[src/rtl/pst_pkg.sv]
package pst_pkg;
  localparam int REG_W = 8;
  localparam int ADDR_W = 2;

  localparam logic [ADDR_W-1:0] A_RUN  = 2'd0;
  localparam logic [ADDR_W-1:0] A_CAPC = 2'd1;
  localparam logic [ADDR_W-1:0] A_PRE  = 2'd2;

  localparam logic [2:0] CAPC_OFF  = 3'b000;
  localparam logic [2:0] CAPC_MEAS = 3'b111;

  typedef enum logic [1:0] {
    EDGE_FALL = 2'b00,
    EDGE_RISE = 2'b01,
    EDGE_BOTH = 2'b11
  } edge_sel_e;

  typedef enum logic [1:0] {
    DIV1  = 2'b00,
    DIV4  = 2'b01,
    DIV16 = 2'b10
  } clk_sel_e;
endpackage

[src/rtl/pst_prescaler.sv]
module pst_prescaler
  import pst_pkg::*;
#(
  parameter int MID_LOG = 2,
  parameter int TOP_LOG = 4
) (
  input  logic     clk_i,
  input  logic     rst_i,
  input  logic     clr_i,
  input  clk_sel_e sel_i,
  output logic     tick_o
);
  logic [TOP_LOG-1:0] div_q;
  logic [TOP_LOG-1:0] mask;

  always_comb begin
    case (sel_i)
      DIV4:    mask = TOP_LOG'((1 << MID_LOG) - 1);
      DIV16:   mask = '1;
      default: mask = '0;
    endcase
  end

  always_ff @(posedge clk_i) begin
    if (rst_i || clr_i) div_q <= '0;
    else                div_q <= div_q + 1'b1;
  end

  assign tick_o = (div_q & mask) == mask;


  slow_tick_gap_chk: assert property (@(posedge clk_i) disable iff (rst_i)
    (sel_i == DIV16 && tick_o) |=> (!tick_o || sel_i != DIV16));
endmodule

[src/rtl/pst_edge_filter.sv]
module pst_edge_filter (
  input  logic clk_i,
  input  logic rst_i,
  input  logic clr_i,
  input  logic tick_i,
  input  logic pin_i,
  output logic rise_o,
  output logic fall_o
);
  logic samp_q;
  logic lvl_q;

  always_ff @(posedge clk_i) begin
    if (rst_i || clr_i) begin
      samp_q <= 1'b0;
      lvl_q  <= 1'b0;
      rise_o <= 1'b0;
      fall_o <= 1'b0;
    end else begin
      rise_o <= 1'b0;
      fall_o <= 1'b0;
      if (tick_i) begin
        samp_q <= pin_i;
        if (pin_i == samp_q && pin_i != lvl_q) begin
          lvl_q  <= pin_i;
          rise_o <= pin_i;
          fall_o <= ~pin_i;
        end
      end
    end
  end


  edge_after_tick_chk: assert property (@(posedge clk_i) disable iff (rst_i)
    (rise_o || fall_o) |-> $past(tick_i));

  single_sample_reject_chk: assert property (@(posedge clk_i) disable iff (rst_i)
    (tick_i && !clr_i && pin_i != samp_q) |=> !(rise_o || fall_o));

  edge_exclusive_chk: assert property (@(posedge clk_i) disable iff (rst_i)
    $onehot0({rise_o, fall_o}));
endmodule

[src/rtl/pst_free_counter.sv]
module pst_free_counter #(
  parameter int CNT_W = 16
) (
  input  logic             clk_i,
  input  logic             rst_i,
  input  logic             run_i,
  input  logic             tick_i,
  input  logic             ovf_clr_i,
  output logic [CNT_W-1:0] count_o,
  output logic             ovf_o,
  output logic             ovf_irq_o
);
  logic wrap;
  assign wrap = run_i && tick_i && (count_o == '1);

  always_ff @(posedge clk_i) begin
    if (rst_i) begin
      count_o   <= '0;
      ovf_o     <= 1'b0;
      ovf_irq_o <= 1'b0;
    end else begin
      ovf_irq_o <= wrap;
      if (!run_i)      count_o <= '0;
      else if (tick_i) count_o <= count_o + 1'b1;
      if (ovf_clr_i) ovf_o <= 1'b0;
      if (wrap)      ovf_o <= 1'b1;
    end
  end


  stop_hold_chk: assert property (@(posedge clk_i) disable iff (rst_i)
    !run_i |=> (count_o == '0));

  idle_between_ticks_chk: assert property (@(posedge clk_i) disable iff (rst_i)
    (run_i && !tick_i) |=> $stable(count_o));

  wrap_flag_chk: assert property (@(posedge clk_i) disable iff (rst_i)
    (run_i && tick_i && count_o == '1) |=> (ovf_o && ovf_irq_o && count_o == '0));
endmodule

[src/rtl/pulse_span_timer.sv]
module pulse_span_timer
  import pst_pkg::*;
#(
  parameter int CNT_W   = 16,
  parameter int MID_LOG = 2,
  parameter int TOP_LOG = 4
) (
  input  logic              clk_i,
  input  logic              rst_i,
  input  logic              wr_en_i,
  input  logic [ADDR_W-1:0] wr_addr_i,
  input  logic [REG_W-1:0]  wr_data_i,
  input  logic              cap_pin_i,
  output logic [CNT_W-1:0]  count_o,
  output logic [CNT_W-1:0]  cap0_o,
  output logic [CNT_W-1:0]  cap1_o,
  output logic              ovf_o,
  output logic              cap_irq_o,
  output logic              ovf_irq_o
);
  logic      run_q;
  logic [2:0] capc_q;
  edge_sel_e es_q;
  clk_sel_e  cs_q;

  logic run_wr, capc_wr, pre_wr, ovf_clr;
  logic tick, rise, fall;
  logic cap_on, valid_hit, inv_hit;
  logic unused_bits;

  assign unused_bits = ^wr_data_i[6:4];

  assign run_wr  = wr_en_i && wr_addr_i == A_RUN && !wr_data_i[1];
  assign capc_wr = wr_en_i && wr_addr_i == A_CAPC &&
                   (wr_data_i[2:0] == CAPC_OFF || wr_data_i[2:0] == CAPC_MEAS);
  assign pre_wr  = wr_en_i && wr_addr_i == A_PRE &&
                   wr_data_i[1:0] != 2'b11 && wr_data_i[3:2] != 2'b10;
  assign ovf_clr = run_wr && wr_data_i[7];

  always_ff @(posedge clk_i) begin
    if (rst_i) begin
      run_q  <= 1'b0;
      capc_q <= CAPC_OFF;
      es_q   <= EDGE_FALL;
      cs_q   <= DIV1;
    end else begin
      if (run_wr)  run_q  <= wr_data_i[0];
      if (capc_wr) capc_q <= wr_data_i[2:0];
      if (pre_wr) begin
        cs_q <= clk_sel_e'(wr_data_i[1:0]);
        es_q <= edge_sel_e'(wr_data_i[3:2]);
      end
    end
  end

  pst_prescaler #(.MID_LOG(MID_LOG), .TOP_LOG(TOP_LOG)) u_pre (
    .clk_i(clk_i), .rst_i(rst_i), .clr_i(!run_q), .sel_i(cs_q), .tick_o(tick)
  );

  pst_edge_filter u_filt (
    .clk_i(clk_i), .rst_i(rst_i), .clr_i(!run_q), .tick_i(tick),
    .pin_i(cap_pin_i), .rise_o(rise), .fall_o(fall)
  );

  pst_free_counter #(.CNT_W(CNT_W)) u_cnt (
    .clk_i(clk_i), .rst_i(rst_i), .run_i(run_q), .tick_i(tick),
    .ovf_clr_i(ovf_clr), .count_o(count_o), .ovf_o(ovf_o), .ovf_irq_o(ovf_irq_o)
  );

  assign cap_on = run_q && capc_q == CAPC_MEAS;

  always_comb begin
    case (es_q)
      EDGE_RISE: begin valid_hit = rise;        inv_hit = fall; end
      EDGE_BOTH: begin valid_hit = rise | fall; inv_hit = 1'b0; end
      default:   begin valid_hit = fall;        inv_hit = rise; end
    endcase
  end

  always_ff @(posedge clk_i) begin
    if (rst_i) begin
      cap0_o    <= '0;
      cap1_o    <= '0;
      cap_irq_o <= 1'b0;
    end else begin
      cap_irq_o <= cap_on && valid_hit;
      if (cap_on && valid_hit) cap1_o <= count_o;
      if (cap_on && inv_hit)   cap0_o <= count_o;
    end
  end


  valid_load_chk: assert property (@(posedge clk_i) disable iff (rst_i)
    (cap_on && valid_hit) |=> (cap_irq_o && cap1_o == $past(count_o)));

  inverse_load_chk: assert property (@(posedge clk_i) disable iff (rst_i)
    (cap_on && inv_hit) |=> (cap0_o == $past(count_o)));

  both_keeps_cap0_chk: assert property (@(posedge clk_i) disable iff (rst_i)
    (es_q == EDGE_BOTH) |=> $stable(cap0_o));

  capture_off_chk: assert property (@(posedge clk_i) disable iff (rst_i)
    (capc_q == CAPC_OFF) |=> (!cap_irq_o && $stable(cap1_o)));

  bad_edge_write_chk: assert property (@(posedge clk_i) disable iff (rst_i)
    (wr_en_i && wr_addr_i == A_PRE && wr_data_i[3:2] == 2'b10) |=> $stable(es_q));
endmodule

[config.mk]
export PLATFORM = sky130hd
export DESIGN_NAME = pulse_span_timer
export DESIGN_NICKNAME = d
export VERILOG_FILES = /design/src/rtl/pst_pkg.sv /design/src/rtl/pst_prescaler.sv /design/src/rtl/pst_edge_filter.sv /design/src/rtl/pst_free_counter.sv /design/src/rtl/pulse_span_timer.sv
export SDC_FILE = /design/constraint.sdc
export NUM_CORES = 1
export LEC_CHECK = 0
export BUFFER_PORTS_ARGS = -buffer_cell sky130_fd_sc_hd__buf_2
export CORE_MARGIN = 1.5
export CORE_UTILIZATION = 47
export DETAILED_ROUTE_END_ITERATION = 12
export PLACE_DENSITY = 0.74
export SYNTH_ARGS = -nofsm -noshare
export SYNTH_HDL_FRONTEND = slang
export SYNTH_SLANG_ARGS = --single-unit
[constraint.sdc]
create_clock -name clk_i -period 1.8 [get_ports clk_i]
set_clock_uncertainty 0.15 [all_clocks]
set_input_delay 0.27 -clock clk_i [delete_from_list [all_inputs] [get_ports clk_i]]
set_output_delay 0.27 -clock clk_i [all_outputs]
set_load 0.02 [all_outputs]
==> out/results.tsv <==
stage	metric	value	unit
run_status	status	finished clean	
grt	vias in the first global route	2262	
synth	syn_area_per_cell	8.945	um2
synth	Synth Register Bits	67	
place	Inst Count DP	446	
power_and_ir_drop	pwr dens	830.1	nW/um2
route	vias per cell	5.379	
cts	Clock Sinks	67	
critical_path	Critical Path Source Type	register	
floorplan	die height	78.81	um
critical_path	critical path required time	1.93	ns
final_layout	fin cells	464	
critical_path	CP endpoint kind	register	
hold_path	hold_sp	wr_data_i[3]	
place	HPWL Detailed	4551	um
critical_path	arrival time worst endpoint	1.93	ns
power_and_ir_drop	Peak supply drop	0.5996	mV
power_and_ir_drop	switch share	20.16	%
critical_path	critical path startpoint	cs_q[0]$_SDFFE_PP0P_	
floorplan	Placement Rows	27	
critical_path	worst r2r src	cs_q[0]$_SDFFE_PP0P_	
critical_path	Setup CP Type	register to register	
route	WL/cell	13.89	um
cts	H-tree Lvls	3	
synth	post-synth top area share	49.65	%
synth	Seq/Total Area, Yosys	49.65	%
place	dpl cell area	3273	um2
timing	Slew HR	63.93	%
synth	largest cells by area after synthesis	dfxtp_1 (50%), mux2i_1 (7.8%), a21oi_1 (5.6%), nor2_1 (4.4%), nand3_1 (4.1%)	
power_and_ir_drop	Leak	1.444	nW
route	vias	2496	
synth	Main synth FF type	dfxtp_1	
cts	CTS max path bufs	2	
timing	fin. max-slew vios	0	
place	dpl ws	-0.03636	ns
route	met3 WL	360	um
route	total wire length	6446	um
cts	Worst-path clk slew	0.07	ns
timing	period utilisation layout	99.96	%
grt	Overflow after GRT	0	
final_layout	Filler cells	477	
place	RD Place Congestion	0.7699	
cts	TritonCTS clock tree	yes	
power_and_ir_drop	Comb pwr share	2.7	%
synth	most frequent cell after synthesis	dfxtp_1	
floorplan	initial cell density of the core	48.76	%
floorplan	Core Footprint	5540	um2
route	DRT antenna net count	0	
critical_path	Max Fanout on Critical Path	5	
route	DRT iter0 DRCs	130	
grt	initial antenna violation count	0	
final_layout	Area Growth Syn to Fin	32.56	%
power_and_ir_drop	sequential share of power	50.2	%
timing	Setup-failing EPs final	0	
power_and_ir_drop	internal power	2.373	mW
power_and_ir_drop	overall power	2.973	mW
timing	Final min period	1.799	ns
route	top layer in use	met4	
final_layout	layout cells sized above 1	32.14	%
cts	CTS root buf	clkbuf_8	
synth	Net Count, Synth	319	
timing	hold_ws	0.03656	ns
timing	Worst-Margin Slew	0.5410	ns
synth	Async S/R FF share, synth	0	%
grt	largest net degree at the start of global routing	37	
timing	fmax	0.5558	GHz
synth	Post-synth top cells	dfxtp_1 (67), nor2_1 (32), a21oi_1 (30), nand2_1 (24), nand3_1 (22)	
final_layout	Final Core Density	64.63	%
cts	clock latency on the worst-skew pair	0.34	ns
route	Pre-Repair DR Iteration Count	6	
timing	RSZ-0062 raised after global routing	yes	
final_layout	design area	3581	um2
grt	Total Routing Usage GR	21.94	%
cts	total clock buffers created by CTS	9	
floorplan	Total Die Area	6211	um2
power_and_ir_drop	clock share of power	47.1	%
timing	fin worst setup slack	0.0006306	ns
job	max cap viols	0	
final_layout	Layout Nets	404	
floorplan	I/O Pins	65	
synth	EDFF count, synth	0	
timing	final hold violation count	0	
synth	synth warn	0	
route	Post-Route M1 WL	3178	um
timing	Final TNS setup	0	ns
final_layout	n_diodes	0	
synth	Synth Cell Area	2701	um2
grt	first-pass GRT wire length	10510	um
floorplan	Die W	78.81	um
route	DRC violation count after routing	0	
hold_path	worst hold path class	input pin to register	
synth	post-synth top area cell	dfxtp_1	
synth	synth unique cells	41	
place	port bufs	61	
route	met2 wire len	2851	um
power_and_ir_drop	P_sw	0.5993	mW
synth	Cells after Synth	302	
[layer usage]
metal / vias up / GRT usage, %
met5: - / 0
met4: 0 / 7.368
met3: 5 / 6.897
met2: 71 / 31.98
met1: 1173 / 30.71
li1: 1247 / -
[worst paths after layout]
| kind | to | slack, ns | cells after the start |
|---|---|---|---|
| min reg2reg | u_filt.rise_o$_SDFF_PP0_ | 0.32 | 1 |
| max reg2reg | u_cnt.count_o[9]$_SDFFE_PP0N_ | 0.0006 | 6 |
| max | u_cnt.count_o[9]$_SDFFE_PP0N_ | 0.0006 | 6 |
| min | es_q[1]$_SDFFE_PP0P_ | 0.04 | 3 |
[power groups by stage]
stage	Sequential, mW	Combinational [mW]	Clock (mW)
after floorplan	1.53	0.0438	0
after global placement	1.53	0.0751	0
after detailed placement	1.53	0.0760	0
after CTS	1.49	0.0781	1.44
after global routing	1.49	0.0879	1.50
final	1.49	0.0796	1.40
[placed cells by master (no fill, tap or decap), drive strengths merged, types with 5 or more instances in the layout]
master / count
buf: 89
dfxtp: 67
nor2: 32
a21oi: 32
o21ai: 25
nand2: 24
nand3: 22
mux2i: 21
clkbuf: 12
xnor2: 6
nor3: 5
[cell families (layout without fill, tap and decap cells)]
| family | count (synthesis) | count (layout) | share of synthesized area (%) |
|---|---|---|---|
| simple gates | 113 | 113 | 20.75 |
| mux | 21 | 21 | 7.781 |
| flops | 67 | 67 | 49.65 |
| xor+xnor | 8 | 8 | 2.594 |
| compound gates | 70 | 70 | 14.87 |
| fa+ha+maj | 3 | 3 | 1.390 |
| buf+inv | 20 | 110 | 2.964 |
[what timing repair did]
| action | CTS | global route |
|---|---|---|
| endpoints found under the setup margin | 6 | 8 |
| endpoints found under the hold margin | 1 | 0 |
| pin swaps | 0 | 1 |
| hold buffers | 1 | 0 |
| setup buffers | 1 | 0 |
| gates resized for setup | 1 | 12 |
[state kept, by name (all words and copies together) (netlist names)]
name and flops:
u_filt.samp_q 1, u_pre.div_q 4, u_filt.lvl_q 1, u_cnt.ovf_irq_o 1, cap0_o 16, u_cnt.count_o 16
u_cnt.ovf_o 1, capc_q 3, u_filt.rise_o 1, cap_irq_o 1, es_q 2, u_filt.fall_o 1
cs_q 2, run_q 1, cap1_o 16
[critical path, stage by stage (launching register included)]
cell and delay (ns):
dfxtp_2 0.34, inv_2 0.04, ha_4 0.14, a21boi_4 0.13, or3_4 0.40, or4_4 0.41
a21oi_1 0.12
[cell type report]
type | instances | area [um2] | share of cell area [%]
clock buffer | 12 | 155.1 | 4.333
clock inverter | 4 | 72.57 | 2.027
inverter | 4 | 15.01 | 0.4193
multi-input combinational | 215 | 1359 | 37.95
sequential | 67 | 1348 | 37.63
tap | 72 | 90.09 | 2.516
timing repair buffer | 90 | 541.8 | 15.13
Note: power is estimated with default switching activity, not from simulation.
